===== src/rtl/dec_pkg.sv =====
package dec_pkg;
  localparam int INSN_W = 32;
  localparam int MAJ_W  = 6;
  localparam int XO_W   = 10;
  localparam int SPR_W  = 10;

  typedef enum logic [1:0] {
    U_NONE = 2'd0, U_ALU = 2'd1, U_LSU = 2'd2, U_BRU = 2'd3
  } unit_e;

  typedef enum logic [3:0] {
    OP_ILL = 4'd0, OP_NOP = 4'd1, OP_ADD = 4'd2, OP_OR = 4'd3,
    OP_LOAD = 4'd4, OP_STORE = 4'd5, OP_BR = 4'd6, OP_BC = 4'd7,
    OP_BCREG = 4'd8, OP_CRL = 4'd9, OP_ADDPC = 4'd10, OP_MULADD = 4'd11,
    OP_SPR = 4'd12, OP_FFAIL = 4'd13, OP_MCRF = 4'd14
  } op_e;

  typedef struct packed {
    unit_e unit;
    op_e   op;
    logic  single;
  } ctrl_t;

  typedef struct packed {
    logic  full;       // replace whole word
    logic  unit_only;  // replace unit field only
    logic  single;     // force single issue
    ctrl_t word;
  } ovr_t;

  typedef struct packed {
    logic [INSN_W-1:0] insn;
    ctrl_t             base;
    ovr_t              ovr;
  } slot_t;

  localparam ctrl_t CW_ILLEGAL = '{unit: U_NONE, op: OP_ILL,   single: 1'b0};
  localparam ctrl_t CW_NOP     = '{unit: U_ALU,  op: OP_NOP,   single: 1'b0};
  localparam ctrl_t CW_FFAIL   = '{unit: U_ALU,  op: OP_FFAIL, single: 1'b1};

  localparam ovr_t  OVR_NONE = '{full: 1'b0, unit_only: 1'b0, single: 1'b0, word: CW_ILLEGAL};
  localparam slot_t SLOT_RST = '{insn: '0, base: CW_ILLEGAL, ovr: OVR_NONE};

  localparam logic [XO_W-1:0] XO31_ADD   = 10'd266;
  localparam logic [XO_W-1:0] XO31_LOAD  = 10'd23;
  localparam logic [XO_W-1:0] XO31_MFSPR = 10'd339;
  localparam logic [XO_W-1:0] XO31_MTSPR = 10'd467;

  localparam logic [SPR_W-1:0] SPRN_XER   = 10'd1;
  localparam logic [SPR_W-1:0] SPRN_LINK  = 10'd8;
  localparam logic [SPR_W-1:0] SPRN_COUNT = 10'd9;
  localparam logic [SPR_W-1:0] SPRN_TGT   = 10'd815;
  localparam logic [SPR_W-1:0] SPRN_FSTAT = 10'd18;
  localparam logic [SPR_W-1:0] SPRN_FADDR = 10'd19;
  localparam logic [SPR_W-1:0] SPRN_ASID  = 10'd48;
  localparam logic [SPR_W-1:0] SPRN_PTAB  = 10'd720;

  function automatic logic spr_is_fast(input logic [SPR_W-1:0] n);
    return (n == SPRN_XER) || (n == SPRN_LINK) || (n == SPRN_COUNT) || (n == SPRN_TGT);
  endfunction

  function automatic logic spr_is_mmu(input logic [SPR_W-1:0] n);
    return (n == SPRN_FSTAT) || (n == SPRN_FADDR) || (n == SPRN_ASID) || (n == SPRN_PTAB);
  endfunction
endpackage


===== src/rtl/dec_lookup.sv =====
module dec_lookup
  import dec_pkg::*;
#(
  parameter logic [INSN_W-1:0] NOP_PATTERN = 32'h6000_0000
) (
  input  logic [INSN_W-1:0] insn_i,
  input  logic              valid_i,
  input  logic              fetch_fail_i,
  input  logic              held_ffail_i,
  output logic              valid_o,
  output ctrl_t             base_o,
  output ovr_t              ovr_o
);
  localparam logic [MAJ_W-1:0] NOP_MAJ = NOP_PATTERN[INSN_W-1 -: MAJ_W];

  logic [MAJ_W-1:0] major;
  logic [XO_W-1:0]  xo31;
  logic [SPR_W-1:0] sprn;

  assign major = insn_i[INSN_W-1 -: MAJ_W];
  assign xo31  = insn_i[10:1];
  assign sprn  = {insn_i[15:11], insn_i[20:16]};

  function automatic ctrl_t mk(input unit_e u, input op_e o);
    ctrl_t w;
    w.unit = u; w.op = o; w.single = 1'b0;
    return w;
  endfunction

  function automatic ctrl_t major_word(input logic [MAJ_W-1:0] m);
    case (m)
      6'd14:   return mk(U_ALU, OP_ADD);
      6'd24:   return mk(U_ALU, OP_OR);
      6'd32:   return mk(U_LSU, OP_LOAD);
      6'd36:   return mk(U_LSU, OP_STORE);
      6'd18:   return mk(U_BRU, OP_BR);
      6'd16:   return mk(U_BRU, OP_BC);
      default: return CW_ILLEGAL;
    endcase
  endfunction

  function automatic logic op4_ok(input logic [10:0] idx);
    logic [5:0] sub;
    logic [4:0] ext;
    sub = idx[10:5];
    ext = idx[4:0];
    return (sub == 6'd48) || (sub == 6'd49) || ((sub == 6'd51) && (ext == 5'd0));
  endfunction

  function automatic ctrl_t op4_word(input logic [5:0] sub);
    case (sub)
      6'd48, 6'd49, 6'd51: return mk(U_ALU, OP_MULADD);
      default:             return CW_ILLEGAL;
    endcase
  endfunction

  function automatic logic op19_ok(input logic [9:0] idx);
    logic [4:0] hi;
    logic [4:0] lo;
    hi = idx[9:5];
    lo = idx[4:0];
    return (hi == 5'b00010) || ((hi == 5'b10000) && (lo == 5'b10000)) ||
           ((hi == 5'd0) && (lo == 5'd0));
  endfunction

  function automatic ctrl_t op19_word(input logic [2:0] sel);
    case (sel)
      3'd0:    return mk(U_ALU, OP_MCRF);
      3'd1:    return mk(U_ALU, OP_ADDPC);
      3'd4:    return mk(U_BRU, OP_BCREG);
      default: return mk(U_ALU, OP_CRL);
    endcase
  endfunction

  function automatic ctrl_t op31_word(input logic [XO_W-1:0] xo);
    if (xo == XO31_ADD)                          return mk(U_ALU, OP_ADD);
    if (xo == XO31_LOAD)                         return mk(U_LSU, OP_LOAD);
    if ((xo == XO31_MFSPR) || (xo == XO31_MTSPR)) return mk(U_ALU, OP_SPR);
    return CW_ILLEGAL;
  endfunction

  always_comb begin
    valid_o = valid_i;
    ovr_o   = OVR_NONE;
    base_o  = major_word(major);
    case (major)
      6'd4: begin
        ovr_o.full = !op4_ok({insn_i[5:0], insn_i[10:6]});
        base_o     = op4_word(insn_i[5:0]);
      end
      6'd19: begin
        ovr_o.full = !op19_ok({insn_i[5:1], insn_i[10:6]});
        base_o     = op19_word({insn_i[5], insn_i[3], insn_i[2]});
      end
      6'd31: begin
        base_o = op31_word(xo31);
        if (((xo31 == XO31_MFSPR) || (xo31 == XO31_MTSPR)) && !spr_is_fast(sprn)) begin
          ovr_o.single = 1'b1;
          if (spr_is_mmu(sprn)) begin
            ovr_o.unit_only = 1'b1;
            ovr_o.word.unit = U_LSU;
          end
        end
      end
      NOP_MAJ: begin
        if (insn_i == NOP_PATTERN) begin
          ovr_o.full = 1'b1;
          ovr_o.word = CW_NOP;
        end
      end
      default: ;
    endcase
    if (fetch_fail_i) begin
      valid_o    = !held_ffail_i;
      ovr_o.full = 1'b1;
      ovr_o.word = CW_FFAIL;
    end
  end
endmodule


===== src/rtl/dec_skid.sv =====
module dec_skid #(
  parameter int              DATA_W   = 8,
  parameter logic [DATA_W-1:0] RST_DATA = '0
) (
  input  logic              clk_i,
  input  logic              rst_ni,
  input  logic              flush_i,
  input  logic              stall_i,
  input  logic              valid_i,
  input  logic [DATA_W-1:0] data_i,
  output logic              valid_o,
  output logic [DATA_W-1:0] data_o,
  output logic              busy_o
);
  logic              r_v, s_v;
  logic [DATA_W-1:0] r_d, s_d;

  always_ff @(posedge clk_i or negedge rst_ni) begin
    if (!rst_ni) begin
      r_v <= 1'b0;
      s_v <= 1'b0;
      r_d <= RST_DATA;
      s_d <= RST_DATA;
    end else if (flush_i) begin
      r_v <= 1'b0;
      s_v <= 1'b0;
    end else if (s_v) begin
      if (!stall_i) begin
        r_v <= 1'b1;
        r_d <= s_d;
        s_v <= 1'b0;
      end
    end else begin
      s_d <= data_i;
      s_v <= valid_i & r_v & stall_i;
      if (!r_v || !stall_i) begin
        r_v <= valid_i;
        r_d <= data_i;
      end
    end
  end

  assign valid_o = r_v;
  assign data_o  = r_d;
  assign busy_o  = s_v;
endmodule


===== src/rtl/dec_patch.sv =====
module dec_patch
  import dec_pkg::*;
(
  input  ctrl_t base_i,
  input  ovr_t  ovr_i,
  output ctrl_t word_o
);
  always_comb begin
    word_o = base_i;
    if (ovr_i.full)           word_o = ovr_i.word;
    else if (ovr_i.unit_only) word_o.unit = ovr_i.word.unit;
    if (ovr_i.single)         word_o.single = 1'b1;
  end
endmodule


===== src/rtl/dec_stage.sv =====
module dec_stage
  import dec_pkg::*;
#(
  parameter logic [31:0] NOP_PATTERN = 32'h6000_0000
) (
  input  logic        clk_i,
  input  logic        rst_ni,
  input  logic        flush_i,
  input  logic        stall_i,
  input  logic        valid_i,
  input  logic [31:0] insn_i,
  input  logic        fetch_fail_i,
  output logic        valid_o,
  output logic        busy_o,
  output logic [31:0] insn_o,
  output logic [1:0]  unit_o,
  output logic [3:0]  op_o,
  output logic        single_o
);
  localparam int SLOT_W = $bits(slot_t);

  logic  lk_valid;
  ctrl_t lk_base;
  ovr_t  lk_ovr;
  slot_t in_slot, held;
  logic  held_ffail;
  ctrl_t word;

  assign held_ffail = held.ovr.full && (held.ovr.word.op == OP_FFAIL);

  dec_lookup #(.NOP_PATTERN(NOP_PATTERN)) u_lookup (
    .insn_i       (insn_i),
    .valid_i      (valid_i),
    .fetch_fail_i (fetch_fail_i),
    .held_ffail_i (held_ffail),
    .valid_o      (lk_valid),
    .base_o       (lk_base),
    .ovr_o        (lk_ovr)
  );

  assign in_slot = '{insn: insn_i, base: lk_base, ovr: lk_ovr};

  dec_skid #(.DATA_W(SLOT_W), .RST_DATA(SLOT_RST)) u_skid (
    .clk_i   (clk_i),
    .rst_ni  (rst_ni),
    .flush_i (flush_i),
    .stall_i (stall_i),
    .valid_i (lk_valid),
    .data_i  (in_slot),
    .valid_o (valid_o),
    .data_o  (held),
    .busy_o  (busy_o)
  );

  dec_patch u_patch (
    .base_i (held.base),
    .ovr_i  (held.ovr),
    .word_o (word)
  );

  assign insn_o   = held.insn;
  assign unit_o   = word.unit;
  assign op_o     = word.op;
  assign single_o = word.single;
endmodule


===== config.mk =====
export PLATFORM = sky130hd
export DESIGN_NAME = dec_stage
export DESIGN_NICKNAME = d
export VERILOG_FILES = /design/src/rtl/dec_pkg.sv /design/src/rtl/dec_lookup.sv /design/src/rtl/dec_skid.sv /design/src/rtl/dec_patch.sv /design/src/rtl/dec_stage.sv
export SDC_FILE = /design/constraint.sdc
export NUM_CORES = 1
export LEC_CHECK = 0
export ABC_AREA = 1
export BUFFER_PORTS_ARGS = -buffer_cell sky130_fd_sc_hd__buf_2
export CORE_MARGIN = 1
export CORE_UTILIZATION = 35
export DETAILED_ROUTE_END_ITERATION = 10
export PLACE_DENSITY_LB_ADDON = 0.2
export SLEW_MARGIN = 10
export SYNTH_ARGS = -nofsm -noshare
export SYNTH_HDL_FRONTEND = slang
export SYNTH_SLANG_ARGS = --single-unit

===== constraint.sdc =====
create_clock -name clk_i -period 2.5 [get_ports clk_i]
set_clock_uncertainty 0.2 [all_clocks]
set_input_delay 0.25 -clock clk_i [delete_from_list [all_inputs] [get_ports clk_i]]
set_output_delay 0.25 -clock clk_i [all_outputs]
set_load 0.05 [all_outputs]

[Word-level counts from Yosys, hierarchy flattened]
Index checks and enable logic that the tools add are counted.
Storage, ports and cells
  logic and storage cells: 118
  flip-flop bits (word level): 100
  output and inout bits: 41
Cells by class
  reductions and logical operators: 32
  bitwise gates (word level): 4
  multiplexer cells: 45
  eq/ne operators: 33
Operators by type and width (count)
  49-bit two-way mux: 3
  7-bit two-way mux: 7
  7-bit case mux with 3 select lines: 2
  7-bit case mux with 6 select lines: 1
  32-bit by 31-bit equality test with 1-bit output (second input constant): 1
  10-bit by 5-bit equality test with 1-bit output (second input constant): 3
  10-bit by 9-bit equality test with 1-bit output (second input constant): 3
  6-bit by 5-bit equality test with 1-bit output (second input constant): 5
  6-bit equality test (second input constant): 5
  1-bit two-way mux: 21
  10-bit equality test (second input constant): 2
  10-bit by 4-bit equality test with 1-bit output (second input constant): 2
  1-bit logical OR: 12
  6-bit two-way mux: 2
  10-bit by 1-bit equality test with 1-bit output (second input constant): 1
  10-bit by 6-bit equality test with 1-bit output (second input constant): 1
  5-bit equality test (second input constant): 2
  5-bit zero test: 2
  5-bit two-way mux: 2
  2-bit two-way mux: 4
  6-bit by 3-bit equality test with 1-bit output (second input constant): 1
  6-bit by 4-bit equality test with 1-bit output (second input constant): 1
  1-bit zero test: 6
  5-bit by 2-bit equality test with 1-bit output (second input constant): 1
  17 further kinds: 24

[Longest topological paths before layout]
Gate-level depths: netlist of run 1.
  depth in word-level cells: 14
  depth in mapped cells: 11
  mapped depth without buffers: 11

[Modules after synthesis]
From an unflattened synthesis of run 1, not the netlist that was laid out.
Second synthesis, totals
  cells, all modules: 772
  area total of the unflattened synthesis: 5366.4 sq um
By module, submodules not included
  dec_skid: cells each 594, area an instance 4530.6 sq um, times used 1
  dec_lookup: cells each 150, area an instance 710.7 sq um, times used 1
  dec_patch: cells each 24, area an instance 108.9 sq um, times used 1
  dec_stage: cells each 4, area an instance 16.3 sq um, times used 1

[Worst setup path after synthesis of run 1]
Ideal clock, no wire load.
  path type: reg-to-output
  start: reg u_skid.r_d[9], in the netlist u_skid.data_o[9]
  end: out unit_o[0]
  slack: 338 ps
  path buffers: 1
  data required time: 2050 ps
  stages on the path, launching flop included: 4
  data arrival time: 1712 ps
  path through: dfrtp_1 -> clkbuf_1 -> nor2_1 -> o21ai_0
On the way
  word-level cells in the longest chain between the ends: 1
RTL lines
  start, declared: line dec_skid.sv:16  | logic [DATA_W-1:0] r_d, s_d;
  start signal, assigned: line dec_skid.sv:38  | r_d <= data_i;
  2-bit two-way mux: line dec_patch.sv:10  | if (ovr_i.full) word_o = ovr_i.word;
  end, declared: line dec_stage.sv:16  | output logic [1:0] unit_o,
No other way between the ends.

[Final worst setup path of run 1]
  start: reg u_skid.r_d[9], in the netlist u_skid.data_o[9]
  end: out unit_o[1]
Same word-level chain as after synthesis.

==> impl_metrics.env, run 1 <==
export IMPL_worst_setup_path_type="flip-flop to primary output"
export IMPL_cts_hold_repair_buffers=7
export IMPL_critical_path_peak_fanout=8
export IMPL_minimum_clock_period_after_layout_ps=2010
export IMPL_grt_ovfl_total=0
export IMPL_reg2reg_depth=6
export IMPL_number_of_port_buffers=78
export IMPL_synth_simple_area_share_pct=24.4
export IMPL_synth_yosys_seq_area_share_pct=47.5
export IMPL_grt_util_all_layers_pct=16.7
export IMPL_synth_ff_latch_count=92
export IMPL_cp_required_ps=2050
export IMPL_clock_tree_root_cell="sky130_fd_sc_hd__clkbuf_16"
export IMPL_postPlaceCellArea_sq_um=5170
export IMPL_dpl_hpwl_mm=7.93
export IMPL_worst_path_largest_cell_delay_ps=480
export IMPL_rsz0062_at_grt="false"
export IMPL_maxCapViolCount=0
export IMPL_synthesis_instances=644
export IMPL_outcome="complete, no violations"
export IMPL_multiInputGateArea_sq_um=1910
export IMPL_final_cell_count_no_fill=863
export IMPL_post_synth_mux_area_share_pct=0
export IMPL_die_h_microns=120
export IMPL_synth_top_area_share_pct=47.5
export IMPL_clk_pin_slew_ps=60
export IMPL_netlist_cell_type_count=24
export IMPL_inserted_clock_buffers=9
export IMPL_hold_start="insn_i[14]"
export IMPL_cts_repair_resized=0
export IMPL_max_frequency_ghz=0.498
export IMPL_starting_drt_drc_count=267
export IMPL_drt_pre_antenna_iters=5
export IMPL_post_synth_fa_ha_maj_area_fraction_pct=0
export IMPL_design_core_area_sq_um=13300
export IMPL_antenna_violations_before_repair=0
export IMPL_post_synth_xor_area_fraction_pct=0
export IMPL_cpMaxStageDelayCell="sky130_fd_sc_hd__dfrtp_1"
export IMPL_layout_cells_most_common_list="sky130_fd_sc_hd__nand2_1, sky130_fd_sc_hd__dfrtp_1, sky130_fd_sc_hd__o21ai_0"
export IMPL_clk_insertion_delay_late_ps=340
export IMPL_place_gp_congestion=0.840
export IMPL_floorplan_initialDensity_pct=36.3
export IMPL_cts_setup_buffers=0
export IMPL_worstSetupStartpointType="flip-flop"
export IMPL_critical_path_reg2reg_endpoint="u_skid.busy_o"
export IMPL_synth_yosys_warnings=0
export IMPL_grt_start_max_net_pins=89
export IMPL_die_area_sq_um=14300
export IMPL_origin_of_the_critical_flop_to_flop_path="u_skid.data_o[9]"
export IMPL_worst_ir_drop_vdd_uv=543
export IMPL_synth_fp_nets=682
export IMPL_layout_drive_gt1_share_pct=19.1
export IMPL_die_width_microns=120
export IMPL_grt_pass1_vias=3827
export IMPL_detail_route_wirelength_mm=11.2
export IMPL_postRouteAntennaNets=0
export IMPL_postLayoutCoreUtil_pct=41.6
export IMPL_std_cell_rows=42
export IMPL_vias=4023
export IMPL_reg2reg_slack_ps=610
export IMPL_min_delay_path_class="primary input to flip-flop"
export IMPL_final_max_slew_viol_count=0
export IMPL_timing_final_crit_share_pct=80.3
export IMPL_p_per_area_nw_per_um2=780
export IMPL_synth_top_area_cell="sky130_fd_sc_hd__dfrtp_1"
export IMPL_leakage_nw=2.78
export IMPL_cts_htree_levels=3
export IMPL_report_final_setup_viol=0
export IMPL_global_route_wire_length_before_repair_mm=18.8
export IMPL_drc=0
export IMPL_hold_viol=0
export IMPL_netlist_top_cells_area="sky130_fd_sc_hd__dfrtp_1, sky130_fd_sc_hd__nand2_1, sky130_fd_sc_hd__o21ai_0, sky130_fd_sc_hd__buf_4, sky130_fd_sc_hd__inv_1"
export IMPL_sequential_cell_area_sq_um=2300
export IMPL_crit_path_cell_trace="nor2_1 > nor2_1 > a21oi_1 > buf_2"
export IMPL_drt_vias_per_instance=4.66
export IMPL_worst_slew_margin_rel_pct=60.6
export IMPL_post_place_cells=841
export IMPL_critical_path_arrival_ps=1560
export IMPL_ioPinCount=79
export IMPL_final_common_cell="sky130_fd_sc_hd__nand2_1"
export IMPL_critPathMostFrequentCell="sky130_fd_sc_hd__nor2_1"
export IMPL_antennaDiodeCount=0
export IMPL_layout_filler_cells=1383
export IMPL_numClockSinks=92
export IMPL_max_clock_path_buffers=2
export IMPL_synth_top_family_by_area="simple AND/OR/NAND/NOR gates"
export IMPL_tritoncts="built"
export IMPL_avgRoutedWirePerCell_microns=13.0
export IMPL_setup_tns_final_ps=0
export IMPL_synth_compound_gate_area_share_pct=15.0
export IMPL_cp_end_kind="primary output"
export IMPL_finish_net_count=721
export IMPL_netlist_area_sq_um=4850
export IMPL_hold_path_end="u_skid.s_d[31]"
export IMPL_holdPathStages=3
export IMPL_syn_avg_cell_area_sq_um=7.52
export IMPL_syn2layout_area_growth_pct=14.5
export IMPL_stdcell_area_sq_um=5550
export IMPL_transition_at_the_pin_with_the_smallest_max_transition_slack_ps=591
registers in the layout, summed over array words and instances (netlist names):
signal and cells:
u_skid.data_o 45, u_skid.valid_o 1, u_skid.s_d 45, u_skid.busy_o 1
worst max-delay path by stage:
stage	from	endpoint	slack (ps)	depth (start not counted)
6_report	u_skid.data_o[9]	unit_o[1]	490	4
5_1_grt	u_skid.data_o[9]	unit_o[1]	390	4
4_1_cts	u_skid.data_o[9]	unit_o[1]	460	4
3_5_place_dp	u_skid.busy_o	u_skid.data_o[14]	720	6
3_3_place_gp	u_skid.busy_o	u_skid.data_o[14]	780	6
2_1_floorplan	u_skid.data_o[9]	unit_o[0]	340	3
per-layer routing:
metal	wire length, microns	GRT usage (%)	vias to the layer above	part of all wire [%]
met5	0	0	-	0
met2	5080	26.5	104	45
met3	528	3.56	10	4.7
met4	159	5.31	0	1.4
li1	-	-	2097	-
met1	5430	22.6	1812	48
cell families (layout without fill, tap and decap cells):
logic type | Yosys count | after routing
flip-flops | 92 | 92
buffers and inverters | 128 | 171
AO/OA/AOI/OAI | 143 | 143
AND/OR/NAND/NOR | 281 | 281
area by class of cell:
cell class	count	share of cell area, %
inverter	64	4.35
clock inverter	3	0.812
timing repair buffer	92	10.2
clock buffer	12	4.80
sequential	92	41.5
multi-input combinational	424	34.4
tap	176	3.97
synthesized netlist by cell type, drive strengths merged:
cell type  count
nor2          63
o22ai          1
a31oi          1
nand3         24
inv           62
dfrtp         92
a22oi          4
nor3           4
buf           50
a21oi         15
nand2        181
clkinv         2
nand3b         1
nand4          8
o21ai        122
clkbuf        14
report_power, final:
part           switching [W]  internal, W
logic               0.000846     0.000277
clock network       0.000560     0.000851
registers           0.000102      0.00169
worst max-delay path: cells and delay by family (launching register included):
| family | cells | cell delay (ps) |
|---|---|---|
| buf+inv | 1 | 290 |
| compound gates | 1 | 150 |
| simple gates | 2 | 290 |
| flops | 1 | 480 |
metrics by stage:
stage	total power, W	setup WS (ps)	hold slack [ps]
6_report	0.00433	493	14.7
5_1_grt	0.00455	385	28.3
4_1_cts	0.00439	459	7.42
3_5_place_dp	0.00295	719	102
3_3_place_gp	0.00294	780	104
2_1_floorplan	0.00277	338	-246
Power figures use the tool's default switching activity.
==> run 2: changes to the inputs <==
==> constraint.sdc (replaced) <==
create_clock -name clk_i -period 1.61 [get_ports clk_i]
set_clock_uncertainty 0.2 [all_clocks]
set_input_delay 0.161 -clock clk_i [delete_from_list [all_inputs] [get_ports clk_i]]
set_output_delay 0.161 -clock clk_i [all_outputs]
set_load 0.05 [all_outputs]
==> run 2 against run 1 <==
Effect of this change: highest routed layer unchanged; die area stayed put; clock power is 55% higher; the flow now finishes with violations (hold timing, setup timing); sequential power is 55% higher; combinational power is 81% higher; core utilization up 4.5 points; setup slack got worse by 540 ps; flip-flop and latch count unchanged; power rose by 62%; worst hold slack worse by 23 ps.
==> impl_metrics.env, run 2 (synthesized netlist as in run 1, its figures left out) <==
export IMPL_holdPathStages=5
export IMPL_post_place_cells=851
export IMPL_floorplan_initialDensity_pct=36.3
export IMPL_violated_checks="hold timing, setup timing"
export IMPL_maxCapViolCount=0
export IMPL_worst_hold_slack_after_final_layout_ps=-8.39
export IMPL_layout_cells_most_common_list="sky130_fd_sc_hd__nand2_1, sky130_fd_sc_hd__dfrtp_1, sky130_fd_sc_hd__o21ai_0"
export IMPL_origin_of_the_critical_flop_to_flop_path="u_skid.busy_o"
export IMPL_timing_final_crit_share_pct=103
export IMPL_worst_slack_ps=-42.8
export IMPL_clk_pin_slew_ps=70
export IMPL_min_delay_path_class="primary input to flip-flop"
export IMPL_report_final_setup_viol=5
export IMPL_drt_pre_antenna_iters=5
export IMPL_die_h_microns=120
export IMPL_design_core_area_sq_um=13300
export IMPL_final_common_cell="sky130_fd_sc_hd__nand2_1"
export IMPL_numClockSinks=92
export IMPL_worst_setup_path_type="flip-flop to primary output"
export IMPL_syn2layout_area_growth_pct=26.8
export IMPL_layout_drive_gt1_share_pct=23.1
export IMPL_hold_path_end="u_skid.data_o[31]"
export IMPL_number_of_port_buffers=78
export IMPL_postRouteAntennaNets=0
export IMPL_ioPinCount=79
export IMPL_critical_path_reg2reg_endpoint="u_skid.data_o[44]"
export IMPL_clk_insertion_delay_late_ps=350
export IMPL_drc=0
export IMPL_hold_start="insn_i[14]"
export IMPL_antennaDiodeCount=0
export IMPL_die_width_microns=120
export IMPL_grt_ovfl_total=0
export IMPL_grt_start_max_net_pins=46
export IMPL_std_cell_rows=42
export IMPL_cp_end_kind="primary output"
export IMPL_grt_pass1_vias=4064
export IMPL_reg2reg_depth=5
export IMPL_drt_vias_per_instance=4.78
export IMPL_minimum_clock_period_after_layout_ps=1650
export IMPL_avgRoutedWirePerCell_microns=13.5
export IMPL_power_total_w=0.00700
export IMPL_outcome="complete, but fails checks"
export IMPL_inserted_clock_buffers=9
export IMPL_max_clock_path_buffers=2
export IMPL_vias=4299
export IMPL_layout_filler_cells=1332
export IMPL_grt_util_all_layers_pct=18.1
export IMPL_transition_at_the_pin_with_the_smallest_max_transition_slack_ps=335
export IMPL_finish_net_count=756
export IMPL_cts_htree_levels=3
export IMPL_antenna_violations_before_repair=0
export IMPL_worst_slack_at_placement_ps=71.2
export IMPL_hold_viol=1
export IMPL_leakage_nw=3.03
export IMPL_place_gp_congestion=0.871
export IMPL_tritoncts="built"
export IMPL_dpl_hpwl_mm=8.39
export IMPL_critical_path_peak_fanout=3
export IMPL_setup_tns_final_ps=-124
export IMPL_detail_route_wirelength_mm=12.1
export IMPL_clock_tree_root_cell="sky130_fd_sc_hd__clkbuf_16"
export IMPL_starting_drt_drc_count=312
export IMPL_global_route_wire_length_before_repair_mm=20.3
export IMPL_reg2reg_slack_ps=140
export IMPL_critical_path_arrival_ps=1290
export IMPL_max_frequency_ghz=0.605
export IMPL_worstSetupStartpointType="flip-flop"
export IMPL_cp_required_ps=1250
export IMPL_final_max_slew_viol_count=0
export IMPL_die_area_sq_um=14300
export IMPL_final_cell_count_no_fill=899
export IMPL_p_per_area_nw_per_um2=1140
export IMPL_rsz0062_at_grt="true"
export IMPL_worst_ir_drop_vdd_uv=485
export IMPL_worst_slew_margin_rel_pct=77.6
-- run 2: changes by cell type in the layout (fill, tap and decap cells not counted), moves of 4 or more --
cell and delta:
sky130_fd_sc_hd__nand2_1 -5, sky130_fd_sc_hd__inv_2 +5, sky130_fd_sc_hd__nor2_2 +7, sky130_fd_sc_hd__nor2_1 -12, sky130_fd_sc_hd__nor2_4 +5, sky130_fd_sc_hd__inv_1 -5
sky130_fd_sc_hd__buf_4 +7, sky130_fd_sc_hd__dlygate4sd3_1 +24, sky130_fd_sc_hd__dlymetal6s4s_1 +6, sky130_fd_sc_hd__buf_12 +4, sky130_fd_sc_hd__buf_2 -14, sky130_fd_sc_hd__buf_6 +7
-- run 2: worst max-delay path: stages, from the launching register on --
cell	delay (ps)
sky130_fd_sc_hd__dfrtp_1	420
sky130_fd_sc_hd__nor2_4	160
sky130_fd_sc_hd__buf_4	160
sky130_fd_sc_hd__o21ai_4	60
sky130_fd_sc_hd__buf_6	150
-- run 2: layout make-up --
cell class	instances	area [sq um]	area share, %
Clock buffer	13	260	4.24
Timing Repair Buffer	127	1040	16.9
Clock inverter	3	46.3	0.753
Multi-Input combinational cell	424	2030	33.1
Sequential cell	92	2300	37.5
Inverter	64	241	3.93
Tap cell	176	220	3.58
-- run 2: repair_timing --
| action | CTS | global route |
|---|---|---|
| resized for setup | 21 | 41 |
| pin swaps | 1 | 15 |
| endpoints found under the hold margin | 134 | 3 |
| setup endpoints to repair | 8 | 28 |
| hold buffers | 37 | 3 |
| setup buffers | 0 | 1 |
-- run 2: layer usage --
metal / vias to the layer above / wire length [microns] / track usage [%]
met5: - / 0 / 0
met4: 0 / 167 / 5.23
met3: 12 / 621 / 4.99
met2: 105 / 5670 / 28.5
met1: 2016 / 5680 / 24.4
li1: 2166 / - / -
-- run 2: where the power goes --
part / leakage, nW / internal (W) / switching, W
Clock: 0.146 / 0.00129 / 0.000896
Combinational: 1.74 / 0.000616 / 0.00142
Sequential: 1.14 / 0.00263 / 0.000156
-- run 2: worst max path at each step --
stage | from | endpoint
detailed placement | insn_i[12] | u_skid.data_o[6]
CTS | u_skid.data_o[9] | unit_o[1]
global route | u_skid.data_o[8] | unit_o[0]
global placement | insn_i[3] | u_skid.s_d[6]
floorplan | u_skid.data_o[9] | op_o[2]
finish | u_skid.data_o[8] | unit_o[0]
-- run 2: stage by stage --
step	util, %	area (sq um)	hold slack, ps
global placement	39.7	5300	-119
global route	46.0	6140	22.4
detailed placement	39.7	5300	-118
finish	46.0	6140	-8.39
floorplan	-	4860	-335
CTS	45.2	6040	23.4
==> run 3: changes to the inputs <==
--- a/config.mk
+++ b/config.mk
@@ -8,10 +8,11 @@
 export ABC_AREA = 1
 export BUFFER_PORTS_ARGS = -buffer_cell sky130_fd_sc_hd__buf_2
 export CORE_MARGIN = 1
-export CORE_UTILIZATION = 35
+export CORE_UTILIZATION = 50
 export DETAILED_ROUTE_END_ITERATION = 10
 export PLACE_DENSITY_LB_ADDON = 0.2
 export SLEW_MARGIN = 10
 export SYNTH_ARGS = -nofsm -noshare
 export SYNTH_HDL_FRONTEND = slang
+export SYNTH_HIERARCHICAL = 1
 export SYNTH_SLANG_ARGS = --single-unit
==> run 3 against run 2 <==
Effect of this change: the run ends with setup timing left; critical path depth did not move; flip-flop and latch count rose by 8; first-iteration DRC count rose by 3.5%; area after synthesis rose by 11%; combinational power fell by 3%; clock-buffer cell count did not move; sequential power rose by 7.2%; setup slack got worse by 96 ps; routed wire length rose by 19%; sequential share of layout area fell by 1.2 points; largest cell class is now multi-input combinational cells; largest power group unchanged; highest routed layer unchanged.
==> impl_metrics.env, run 3 <==
export IMPL_outcome="complete, but fails checks"
export IMPL_violated_checks="setup timing"
export IMPL_maxCapViolCount=0
export IMPL_worst_path_largest_cell_delay_ps=500
export IMPL_clk_pin_slew_ps=90
export IMPL_cp_required_ps=1250
export IMPL_final_common_cell="sky130_fd_sc_hd__nand2_1"
export IMPL_internal_power_w=0.00432
export IMPL_number_of_port_buffers=78
export IMPL_global_route_wire_length_before_repair_mm=24.4
export IMPL_max_clock_path_buffers=2
export IMPL_avgRoutedWirePerCell_microns=13.9
export IMPL_worst_slew_margin_rel_pct=63.6
export IMPL_syn_avg_cell_area_sq_um=6.95
export IMPL_power_switching_w=0.00237
export IMPL_layout_cells_most_common_list="sky130_fd_sc_hd__nand2_1, sky130_fd_sc_hd__dfrtp_1, sky130_fd_sc_hd__nand3_1"
export IMPL_cpMaxStageDelayCell="sky130_fd_sc_hd__dfrtp_2"
export IMPL_leakage_nw=3.82
export IMPL_hold_viol=0
export IMPL_synth_cells_most_frequent="sky130_fd_sc_hd__nand2_1, sky130_fd_sc_hd__dfrtp_1, sky130_fd_sc_hd__nand3_1"
export IMPL_synthMostInstantiatedCell="sky130_fd_sc_hd__nand2_1"
export IMPL_min_delay_path_class="primary input to flip-flop"
export IMPL_async_reset_ff_share_pct=100
export IMPL_antennaDiodeCount=0
export IMPL_worst_ir_drop_vdd_uv=585
export IMPL_cp_end_kind="primary output"
export IMPL_place_gp_congestion=1.00
export IMPL_postPlaceCellArea_sq_um=6100
export IMPL_synth_top_area_share_pct=46.6
export IMPL_cts_htree_levels=3
export IMPL_layout_drive_gt1_share_pct=20.1
export IMPL_inserted_clock_buffers=9
export IMPL_final_cell_count_no_fill=1037
export IMPL_drt_vias_per_instance=5.20
export IMPL_syn2layout_area_growth_pct=28.7
export IMPL_grt_util_all_layers_pct=27.5
export IMPL_ioPinCount=79
export IMPL_synth_yosys_seq_area_share_pct=46.6
export IMPL_sequential_cell_area_sq_um=2510
export IMPL_design_core_area_sq_um=10400
export IMPL_grt_start_max_net_pins=101
export IMPL_netlist_cell_type_count=26
export IMPL_floorplan_initialDensity_pct=51.7
export IMPL_std_cell_rows=37
export IMPL_critical_path_arrival_ps=1390
export IMPL_stdcell_area_sq_um=6900
export IMPL_synth_ff_type="sky130_fd_sc_hd__dfrtp_1"
export IMPL_die_area_sq_um=11200
export IMPL_netlist_area_sq_um=5370
export IMPL_minimum_clock_period_after_layout_ps=1750
export IMPL_clock_tree_root_cell="sky130_fd_sc_hd__clkbuf_8"
export IMPL_detail_route_wirelength_mm=14.5
export IMPL_post_place_cells=982
export IMPL_synth_ff_latch_count=100
export IMPL_netlist_top_cells_area="sky130_fd_sc_hd__dfrtp_1, sky130_fd_sc_hd__nand2_1, sky130_fd_sc_hd__nand3_1, sky130_fd_sc_hd__o21ai_0, sky130_fd_sc_hd__nor2_1"
export IMPL_drc=0
export IMPL_multiInputGateArea_sq_um=2620
export IMPL_die_h_microns=106
export IMPL_clkPwrFrac_pct=26.1
export IMPL_max_frequency_ghz=0.572
export IMPL_transition_at_the_pin_with_the_smallest_max_transition_slack_ps=546
export IMPL_synth_top_area_cell="sky130_fd_sc_hd__dfrtp_1"
export IMPL_report_final_setup_viol=7
export IMPL_synthesis_instances=772
export IMPL_antenna_violations_before_repair=0
export IMPL_worstSetupStartpointType="flip-flop"
export IMPL_synth_yosys_warnings=6
export IMPL_p_sw_share_pct=35.4
export IMPL_crit_path_cell_trace="buf_6 > o21ai_4 > nand2_2 > buf_8"
export IMPL_postLayoutCoreUtil_pct=66.6
export IMPL_dpl_hpwl_mm=9.48
export IMPL_critical_path_peak_fanout=8
export IMPL_drt_pre_antenna_iters=7
export IMPL_finish_net_count=934
export IMPL_grt_pass1_vias=5251
export IMPL_die_width_microns=106
export IMPL_worst_slack_at_placement_ps=-118
export IMPL_rsz0062_at_grt="true"
export IMPL_final_max_slew_viol_count=0
export IMPL_clk_insertion_delay_late_ps=370
export IMPL_combinationalPowerShare_pct=29.3
export IMPL_worst_slack_ps=-139
export IMPL_layout_filler_cells=917
export IMPL_worst_setup_path_type="flip-flop to primary output"
export IMPL_vias=5395
export IMPL_tritoncts="built"
export IMPL_p_per_area_nw_per_um2=968
export IMPL_flop_pwr_share_pct=44.6
export IMPL_starting_drt_drc_count=323
export IMPL_critical_path_n_buffers_inverters=2
export IMPL_numClockSinks=100
export IMPL_synth_edff_count=0
export IMPL_timing_final_crit_share_pct=109
export IMPL_postRouteAntennaNets=0
export IMPL_timing_critical_path_max_delay_family="flip-flops"
export IMPL_grt_ovfl_total=0
[run 3: cell types whose count changed after synthesis, moves of 9 or more]
cell,before,now
sky130_fd_sc_hd__o21ai_0,91,51
sky130_fd_sc_hd__buf_4,36,12
sky130_fd_sc_hd__clkbuf_1,14,23
sky130_fd_sc_hd__nand2_1,174,393
sky130_fd_sc_hd__inv_1,53,21
sky130_fd_sc_hd__nand3_1,22,71
sky130_fd_sc_hd__o21ai_1,31,2
sky130_fd_sc_hd__a21oi_1,15,2
[run 3: final timing paths]
check	start	end	slack, ps	cells past startpoint
max in group asynchronous	rst_ni	u_skid/valid_o	560	3
min in group asynchronous	rst_ni	u_skid/data_o[41]	190	3
worst min-delay path	insn_i[29]	u_skid/s_d[46]	10	4
worst min register to register	u_skid/data_o[48]	u_skid/data_o[48]	270	2
worst max-delay path	u_skid/data_o[9]	unit_o[0]	-140	4
worst max register to register	u_skid/busy_o	u_skid/s_d[8]	50	5
[run 3: cells by family after synthesis]
| logic type | synth area share (%) |
|---|---|
| AO/OA/AOI/OAI | 5.71 |
| buffers and inverters | 6.69 |
| flip-flops | 46.6 |
| other | 0.0699 |
| AND/OR/NAND/NOR | 40.9 |
[run 3: area by class of cell]
class,count,area share (%)
clock inverters,3,0.616
repair buffers,160,18.3
inverters,29,1.79
clock buffers,13,2.59
flip-flops and latches,100,36.3
well taps,136,2.46
multi-input cells,596,37.9
[run 3: power groups by stage]
| stage | Clock (W) | Combinational (W) | Sequential, W |
|---|---|---|---|
| 6_report | 0.00175 | 0.00196 | 0.00298 |
| 5_1_grt | 0.00187 | 0.00212 | 0.00302 |
| 2_1_floorplan | 0 | 0.000733 | 0.00346 |
| 3_3_place_gp | 0 | 0.00171 | 0.00300 |
| 3_5_place_dp | 0 | 0.00174 | 0.00302 |
| 4_1_cts | 0.00178 | 0.00191 | 0.00298 |
[run 3: through the flow]
stage | TNS [ps] | power (W) | hold slack [ps]
2_1_floorplan | 0 | 0.00419 | -335
3_3_place_gp | -127 | 0.00472 | 69.0
3_5_place_dp | -778 | 0.00476 | 71.7
4_1_cts | -779 | 0.00666 | 0.984
5_1_grt | -1110 | 0.00701 | 24.0
6_report | -778 | 0.00669 | 14.0
[run 3: tightest hold or removal path, stage by stage]
cell                      delay [ps]
sky130_fd_sc_hd__buf_2           150
sky130_fd_sc_hd__buf_4           130
sky130_fd_sc_hd__nand2_1          50
sky130_fd_sc_hd__nand2_1          60
[run 3: timing repair]
action,4_1_cts,5_1_grt
endpoints found under the hold margin,152,1
hold buffers,36,1
resized for setup,39,19
pin swaps,8,9
cloned,0,0
setup buffers,2,1
setup endpoints to repair,7,14
[run 3: layer usage]
metal,global-route usage [%],vias up,wire [microns]
met1,35.5,2530,6320
met3,4.76,19,883
met2,46.3,186,7060
met4,10.3,0,185
met5,0,-,0
li1,-,2660,-
